$ cat src/rtl/flr_cap_pkg.sv
package flr_cap_pkg;
  localparam int unsigned CFG_AW = 8;
  localparam int unsigned CFG_DW = 16;
  localparam int unsigned WO_N   = 2;   // write-once flags: [1]=reset cap, [0]=pending cap
  localparam int unsigned WO_LSB = 8;

  localparam logic [CFG_AW-1:0] HDR_OFS = 8'hE2;
  localparam logic [CFG_AW-1:0] CTL_OFS = 8'hE4;
  localparam logic [7:0]        CAP_LEN = 8'h06;
  localparam logic [3:0]        CAP_ID  = 4'h2;
  localparam logic [3:0]        CAP_VER = 4'h0;
  localparam int unsigned       PEND_BIT = 8;

  typedef enum logic [1:0] {
    SEL_NONE = 2'd0,
    SEL_HDR  = 2'd1,
    SEL_CTL  = 2'd2
  } reg_sel_e;

  function automatic reg_sel_e decode_sel(input logic [CFG_AW-1:0] addr);
    if (addr[CFG_AW-1:1] == HDR_OFS[CFG_AW-1:1])      return SEL_HDR;
    else if (addr[CFG_AW-1:1] == CTL_OFS[CFG_AW-1:1]) return SEL_CTL;
    else                                              return SEL_NONE;
  endfunction
endpackage

$ cat src/rtl/flr_hdr_reg.sv
module flr_hdr_reg
  import flr_cap_pkg::*;
(
  input  logic              clk_i,
  input  logic              rst_ni,
  input  logic              strap_alt_i,
  input  logic              wr_i,
  input  logic              be_hi_i,
  input  logic [7:0]        wdata_hi_i,
  output logic [CFG_DW-1:0] word_o,
  output logic              flr_cap_o,
  output logic [WO_N-1:0]   wo_q_o,
  output logic [WO_N-1:0]   lock_q_o
);
  logic [WO_N-1:0] wo_q, lock_q, wo_nxt;
  logic            wr_ok;

  // pending cap is forced whenever reset cap is written
  assign wo_nxt = {wdata_hi_i[1], wdata_hi_i[0] | wdata_hi_i[1]};
  assign wr_ok  = wr_i && be_hi_i && !strap_alt_i;

  for (genvar i = 0; i < WO_N; i++) begin : g_wo
    always_ff @(posedge clk_i or negedge rst_ni) begin
      if (!rst_ni) begin
        wo_q[i]   <= 1'b0;
        lock_q[i] <= 1'b0;
      end else if (wr_ok && !lock_q[i]) begin
        wo_q[i]   <= wo_nxt[i];
        lock_q[i] <= 1'b1;
      end
    end
  end

  always_comb begin
    if (strap_alt_i) word_o = {CAP_ID, CAP_VER, CAP_LEN};
    else             word_o = {{(CFG_DW-WO_LSB-WO_N){1'b0}}, wo_q, CAP_LEN};
  end

  assign flr_cap_o = strap_alt_i | wo_q[1];
  assign wo_q_o    = wo_q;
  assign lock_q_o  = lock_q;
endmodule

$ cat src/rtl/flr_np_cnt.sv
module flr_np_cnt #(
  parameter int unsigned CNT_W = 6
) (
  input  logic             clk_i,
  input  logic             rst_ni,
  input  logic             clr_i,
  input  logic             issue_i,
  input  logic             complete_i,
  output logic [CNT_W-1:0] cnt_o,
  output logic             pend_o
);
  localparam logic [CNT_W-1:0] CNT_MAX = {CNT_W{1'b1}};

  logic [CNT_W-1:0] cnt_q;

  always_ff @(posedge clk_i or negedge rst_ni) begin
    if (!rst_ni)                                          cnt_q <= '0;
    else if (clr_i)                                       cnt_q <= '0;
    else if (issue_i && !complete_i && cnt_q != CNT_MAX)  cnt_q <= cnt_q + 1'b1;
    else if (complete_i && !issue_i && cnt_q != '0)       cnt_q <= cnt_q - 1'b1;
  end

  assign cnt_o  = cnt_q;
  assign pend_o = |cnt_q;
endmodule

$ cat src/rtl/flr_ctl_reg.sv
module flr_ctl_reg
  import flr_cap_pkg::*;
(
  input  logic              clk_i,
  input  logic              rst_ni,
  input  logic              wr_i,
  input  logic              be_lo_i,
  input  logic              init_bit_i,
  input  logic              cap_i,
  input  logic              pend_i,
  output logic [CFG_DW-1:0] word_o,
  output logic              req_o
);
  logic req_q;

  always_ff @(posedge clk_i or negedge rst_ni) begin
    if (!rst_ni) req_q <= 1'b0;
    else         req_q <= wr_i && be_lo_i && init_bit_i && cap_i;
  end

  // initiate bit is write-only: never stored, reads 0
  always_comb begin
    word_o           = '0;
    word_o[PEND_BIT] = pend_i;
  end

  assign req_o = req_q;
endmodule

$ cat src/rtl/flr_cap_regs.sv
module flr_cap_regs
  import flr_cap_pkg::*;
#(
  parameter int unsigned CNT_W = 6
) (
  input  logic              clk_i,
  input  logic              rst_ni,
  input  logic              func_rst_i,
  input  logic              strap_alt_i,
  input  logic [CFG_AW-1:0] cfg_addr_i,
  input  logic              cfg_wr_i,
  input  logic              cfg_rd_i,
  input  logic [1:0]        cfg_be_i,
  input  logic [CFG_DW-1:0] cfg_wdata_i,
  output logic [CFG_DW-1:0] cfg_rdata_o,
  input  logic              np_issue_i,
  input  logic              np_complete_i,
  output logic              flr_req_o
);
  reg_sel_e          sel;
  logic [CFG_DW-1:0] hdr_word, ctl_word, rdata_q, rd_mux;
  logic              flr_cap, pend;
  logic [WO_N-1:0]   wo_q, lock_q;
  logic [CNT_W-1:0]  cnt;

  assign sel = decode_sel(cfg_addr_i);

  flr_hdr_reg u_hdr (
    .clk_i       (clk_i),
    .rst_ni      (rst_ni),
    .strap_alt_i (strap_alt_i),
    .wr_i        (cfg_wr_i && sel == SEL_HDR),
    .be_hi_i     (cfg_be_i[1]),
    .wdata_hi_i  (cfg_wdata_i[15:8]),
    .word_o      (hdr_word),
    .flr_cap_o   (flr_cap),
    .wo_q_o      (wo_q),
    .lock_q_o    (lock_q)
  );

  flr_np_cnt #(.CNT_W(CNT_W)) u_cnt (
    .clk_i      (clk_i),
    .rst_ni     (rst_ni),
    .clr_i      (func_rst_i),
    .issue_i    (np_issue_i),
    .complete_i (np_complete_i),
    .cnt_o      (cnt),
    .pend_o     (pend)
  );

  flr_ctl_reg u_ctl (
    .clk_i      (clk_i),
    .rst_ni     (rst_ni),
    .wr_i       (cfg_wr_i && sel == SEL_CTL),
    .be_lo_i    (cfg_be_i[0]),
    .init_bit_i (cfg_wdata_i[0]),
    .cap_i      (flr_cap),
    .pend_i     (pend),
    .word_o     (ctl_word),
    .req_o      (flr_req_o)
  );

  always_comb begin
    unique case (sel)
      SEL_HDR: rd_mux = hdr_word;
      SEL_CTL: rd_mux = ctl_word;
      default: rd_mux = '0;
    endcase
  end

  always_ff @(posedge clk_i or negedge rst_ni) begin
    if (!rst_ni)       rdata_q <= '0;
    else if (cfg_rd_i) rdata_q <= rd_mux;
    else               rdata_q <= '0;
  end

  assign cfg_rdata_o = rdata_q;
endmodule

$ cat config.mk
export PLATFORM = sky130hd
export DESIGN_NAME = flr_cap_regs
export DESIGN_NICKNAME = d
export VERILOG_FILES = /design/src/rtl/flr_cap_pkg.sv /design/src/rtl/flr_hdr_reg.sv /design/src/rtl/flr_np_cnt.sv /design/src/rtl/flr_ctl_reg.sv /design/src/rtl/flr_cap_regs.sv
export SDC_FILE = /design/constraint.sdc
export NUM_CORES = 1
export LEC_CHECK = 0
export ABC_AREA = 0
export CAP_MARGIN = 10
export CORE_ASPECT_RATIO = 0.8
export CORE_UTILIZATION = 35
export CTS_CLUSTER_DIAMETER = 100
export DETAILED_ROUTE_END_ITERATION = 8
export GPL_TIMING_DRIVEN = 1
export HOLD_SLACK_MARGIN = 0.08
export PLACE_DENSITY = 0.71
export SETUP_SLACK_MARGIN = 0.02
export SLEW_MARGIN = 20
export SYNTH_ARGS = -nofsm -noshare
export SYNTH_HDL_FRONTEND = slang
export SYNTH_SLANG_ARGS = --single-unit
$ cat constraint.sdc
create_clock -name clk_i -period 3.05 [get_ports clk_i]
set_clock_uncertainty 0.05 [all_clocks]
set_input_delay 0.305 -clock clk_i [delete_from_list [all_inputs] [get_ports clk_i]]
set_output_delay 0.305 -clock clk_i [all_outputs]
set_load 0.005 [all_outputs]
==> flow_summary.yaml <==
pwr:
  p_leak_nw: 0.596
  intPower_uw: 410
  p_switching_uw: 202
  p_clk_frac: 0.260
  vdd_drop_max_mv: 0.257
  power.share.sequential: 0.396
  combPwrFrac: 0.344
  powerDensity_nw_per_um2: 455
  swShare: 0.330
critical_path:
  cp-start-kind: "input port"
  critPathCaptureType: "register"
  cp.buffers_inverters: 1
  max_stage_delay_ns: 0.44
  crit_start: "np_complete_i"
  worst_path_dominant_cell_family: "compound AO/OA/AOI/OAI gates"
  rr_startpoint: "u_cnt.cnt_o[4]"
  crit_type: "in -> reg"
  slowest_stage: "clkdlybuf4s50_1"
  crit_fanout: 6
  path_cells: "clkdlybuf4s50_1 > nand2b_1 > a31o_2 > ha_1 > and2_1 > a211o_1 > a2111o_1 > nor4_2"
  worstPathArrival_ns: 2.63
  worstPathRequired_ns: 3.16
global_route:
  grt_use_met2: 0.234
  use_met1: 0.213
  grt_pass1_vias: 835
  grt_use_total: 0.153
  grt_overflow_total: 0
  top_usage_layer: "met2"
  grt_pass1_wl_mm: 3.83
  met3_usage: 0.0491
  grt_max_degree: 16
  antenna_found_initial: 0
floorplanning:
  die_y_um: 51.1
  boundaryPins: 51
  start_util: 0.376
  dieArea_um2: 3240
  num_rows: 17
  chipWidth_um: 63.4
  fp.coreArea_um2: 2810
timing:
  timing.final.crit_share: 0.828
  finalSetupTns_ns: 0
  setup_viol: 0
  max_freq_ghz: 0.396
  min_period_ns: 2.52
  worstMarginPinSlew_ns: 0.642
  report.final.slew_viol_count: 0
  rsz0062_at_grt: "false"
  worst_slew_margin_rel: 0.570
  hold_viol_final: 0
clock_tree:
  cts.path.max_buffers: 2
  path_clk_slew_ns: 0.06
  cts_tree: "done"
  ctsHoldBuffers: 0
  worst_skew_pair.late_latency_ns: 0.25
  htreeDepth: 1
  cts_buffers: 3
  cts_setup_buffers: 0
  root_buffer: "clkbuf_8"
  cts.sinks: 15
  cts_resized: 0
drt:
  post_drt_via_cell_ratio: 4.91
  wl_per_cell_um: 11.8
  dr_total_vias: 878
  drtAntennaViolNets: 0
  firstDrtPassIters: 5
  postRouteWirelength_mm: 2.11
  drt-initial-drc-count: 7
  remaining_drc_errors: 0
cells_and_area:
  fin_nets: 181
  syn_to_final_growth_pct: 27.3
  layout-drive-gt1-share: 0.0709
  n_fill_cell: 270
  num_antenna_cells: 0
  post-route-util: 0.479
synth:
  seq_area_frac_synth: 0.355
  synth.yosys.warnings: 0
  ys_async_sr_fraction: 1.00
  synth.lib_cells_used.distinct: 42
  postSynthCellCount: 115
  synth_ff_type: "dfrtp_1"
  netlist_area_um2: 1060
  ys_ff_latch: 15
  avgSynthCellArea_um2: 9.18
  synth_edf_count: 0
place:
  place_hpwl_mm: 1.70
  portBuffers: 25
  place_congestion: 0.763
flow_run:
  cap_violations: 0
run_status:
  status: "finished clean"
hold_path:
  hold_class: "in -> async"
worst paths after layout:
check                                          to  slack, ns  cells after the start
worst min register to register    u_hdr.wo_q_o[0]       0.43                      1
worst min-delay path               cfg_rdata_o[2]       0.40                      1
min in group clk_i                u_hdr.wo_q_o[0]       0.43                      1
max in group asynchronous       u_hdr.lock_q_o[0]       2.13                      1
worst max-delay path               u_cnt.cnt_o[5]       0.53                      8
worst max register to register     u_cnt.cnt_o[5]       0.59                      7
cells in the final DEF (no fill, tap or decap), drive strengths merged, types with 2 or more instances in the layout:
cell and count:
nor3b 2, and2 2, dfrtp 15, mux2 2, clkbuf 3, nor4 2, inv 5, nand3 2
ha 4, nand2b 6, clkdlybuf4s50 25, nor2 13, conb 11, a21oi 3, a211oi 3, o21ai 7
nor3 6, nor2b 6, and4 2
through the flow:
step | instance area [µm²] | total power, mW | setup slack [ns] | hold slack (ns) | instances
after floorplan | 1090 | 0.395 | 0.751 | -0.0406 | 125
after global placement | 1300 | 0.443 | 0.268 | 0.402 | 175
after detailed placement | 1300 | 0.453 | 0.247 | 0.417 | 175
after CTS | 1340 | 0.612 | 0.511 | 0.424 | 179
after global routing | 1340 | 0.660 | 0.369 | 0.440 | 179
final | 1340 | 0.611 | 0.526 | 0.401 | 179
worst reg2reg max path: stages, from the launching register on:
cell	delay, ns
dfrtp_1	0.42
and4_1	0.23
a31o_2	0.30
ha_1	0.35
and2_1	0.18
a211o_1	0.23
a2111o_1	0.37
nor4_2	0.24
power by group through the flow:
stage	Clock, mW	Sequential (mW)	Combinational [mW]
5_1_grt	0.173	0.244	0.243
6_report	0.159	0.242	0.210
3_5_place_dp	0	0.245	0.209
3_3_place_gp	0	0.244	0.200
4_1_cts	0.161	0.241	0.210
2_1_floorplan	0	0.237	0.158
synth_stat cells, types with 3 or more instances:
cell type / count / area [µm²]
nor2_1: 13 / 48.8
nor2b_1: 6 / 37.5
a211oi_1: 3 / 22.5
ha_1: 4 / 50.1
nand2b_1: 6 / 37.5
o21ai_0: 7 / 35.0
nor3_1: 6 / 30.0
a21oi_1: 3 / 15.0
buf_4: 12 / 90.1
dfrtp_1: 15 / 375
inv_1: 4 / 15.0
cell type report:
cell class,instances,area [µm²],area share
Clock inverter,1,5.00,0.00372
Sequential cell,15,375,0.279
Timing Repair Buffer,25,250,0.186
Tap cell,38,47.5,0.0354
Inverter,5,18.8,0.0140
Clock buffer,3,41.3,0.0307
Multi-Input combinational cell,92,606,0.451
cells by family (layout without fill, tap and decap cells):
family | count (synthesis) | count (layout) | synth area share
AND/OR/NAND/NOR | 48 | 48 | 0.267
adder cells (fa/ha/maj) | 5 | 5 | 0.0664
flip-flops | 15 | 15 | 0.355
AO/OA/AOI/OAI | 25 | 25 | 0.171
multiplexers | 3 | 3 | 0.0308
buffers and inverters | 18 | 34 | 0.107
other | 1 | 11 | 0.00355
flip-flops by register name, summed over array words and instances (netlist names):
name and cells:
cfg_rdata_o 4, u_hdr.wo_q_o 2, u_ctl.req_o 1, u_cnt.cnt_o 6
u_hdr.lock_q_o 2
metal layers:
layer,vias up,part of all wire
li1,453,-
met1,402,0.51
met2,20,0.44
met3,3,0.042
met4,0,0.0066
met5,-,0
Power figures use the tool's default switching activity.
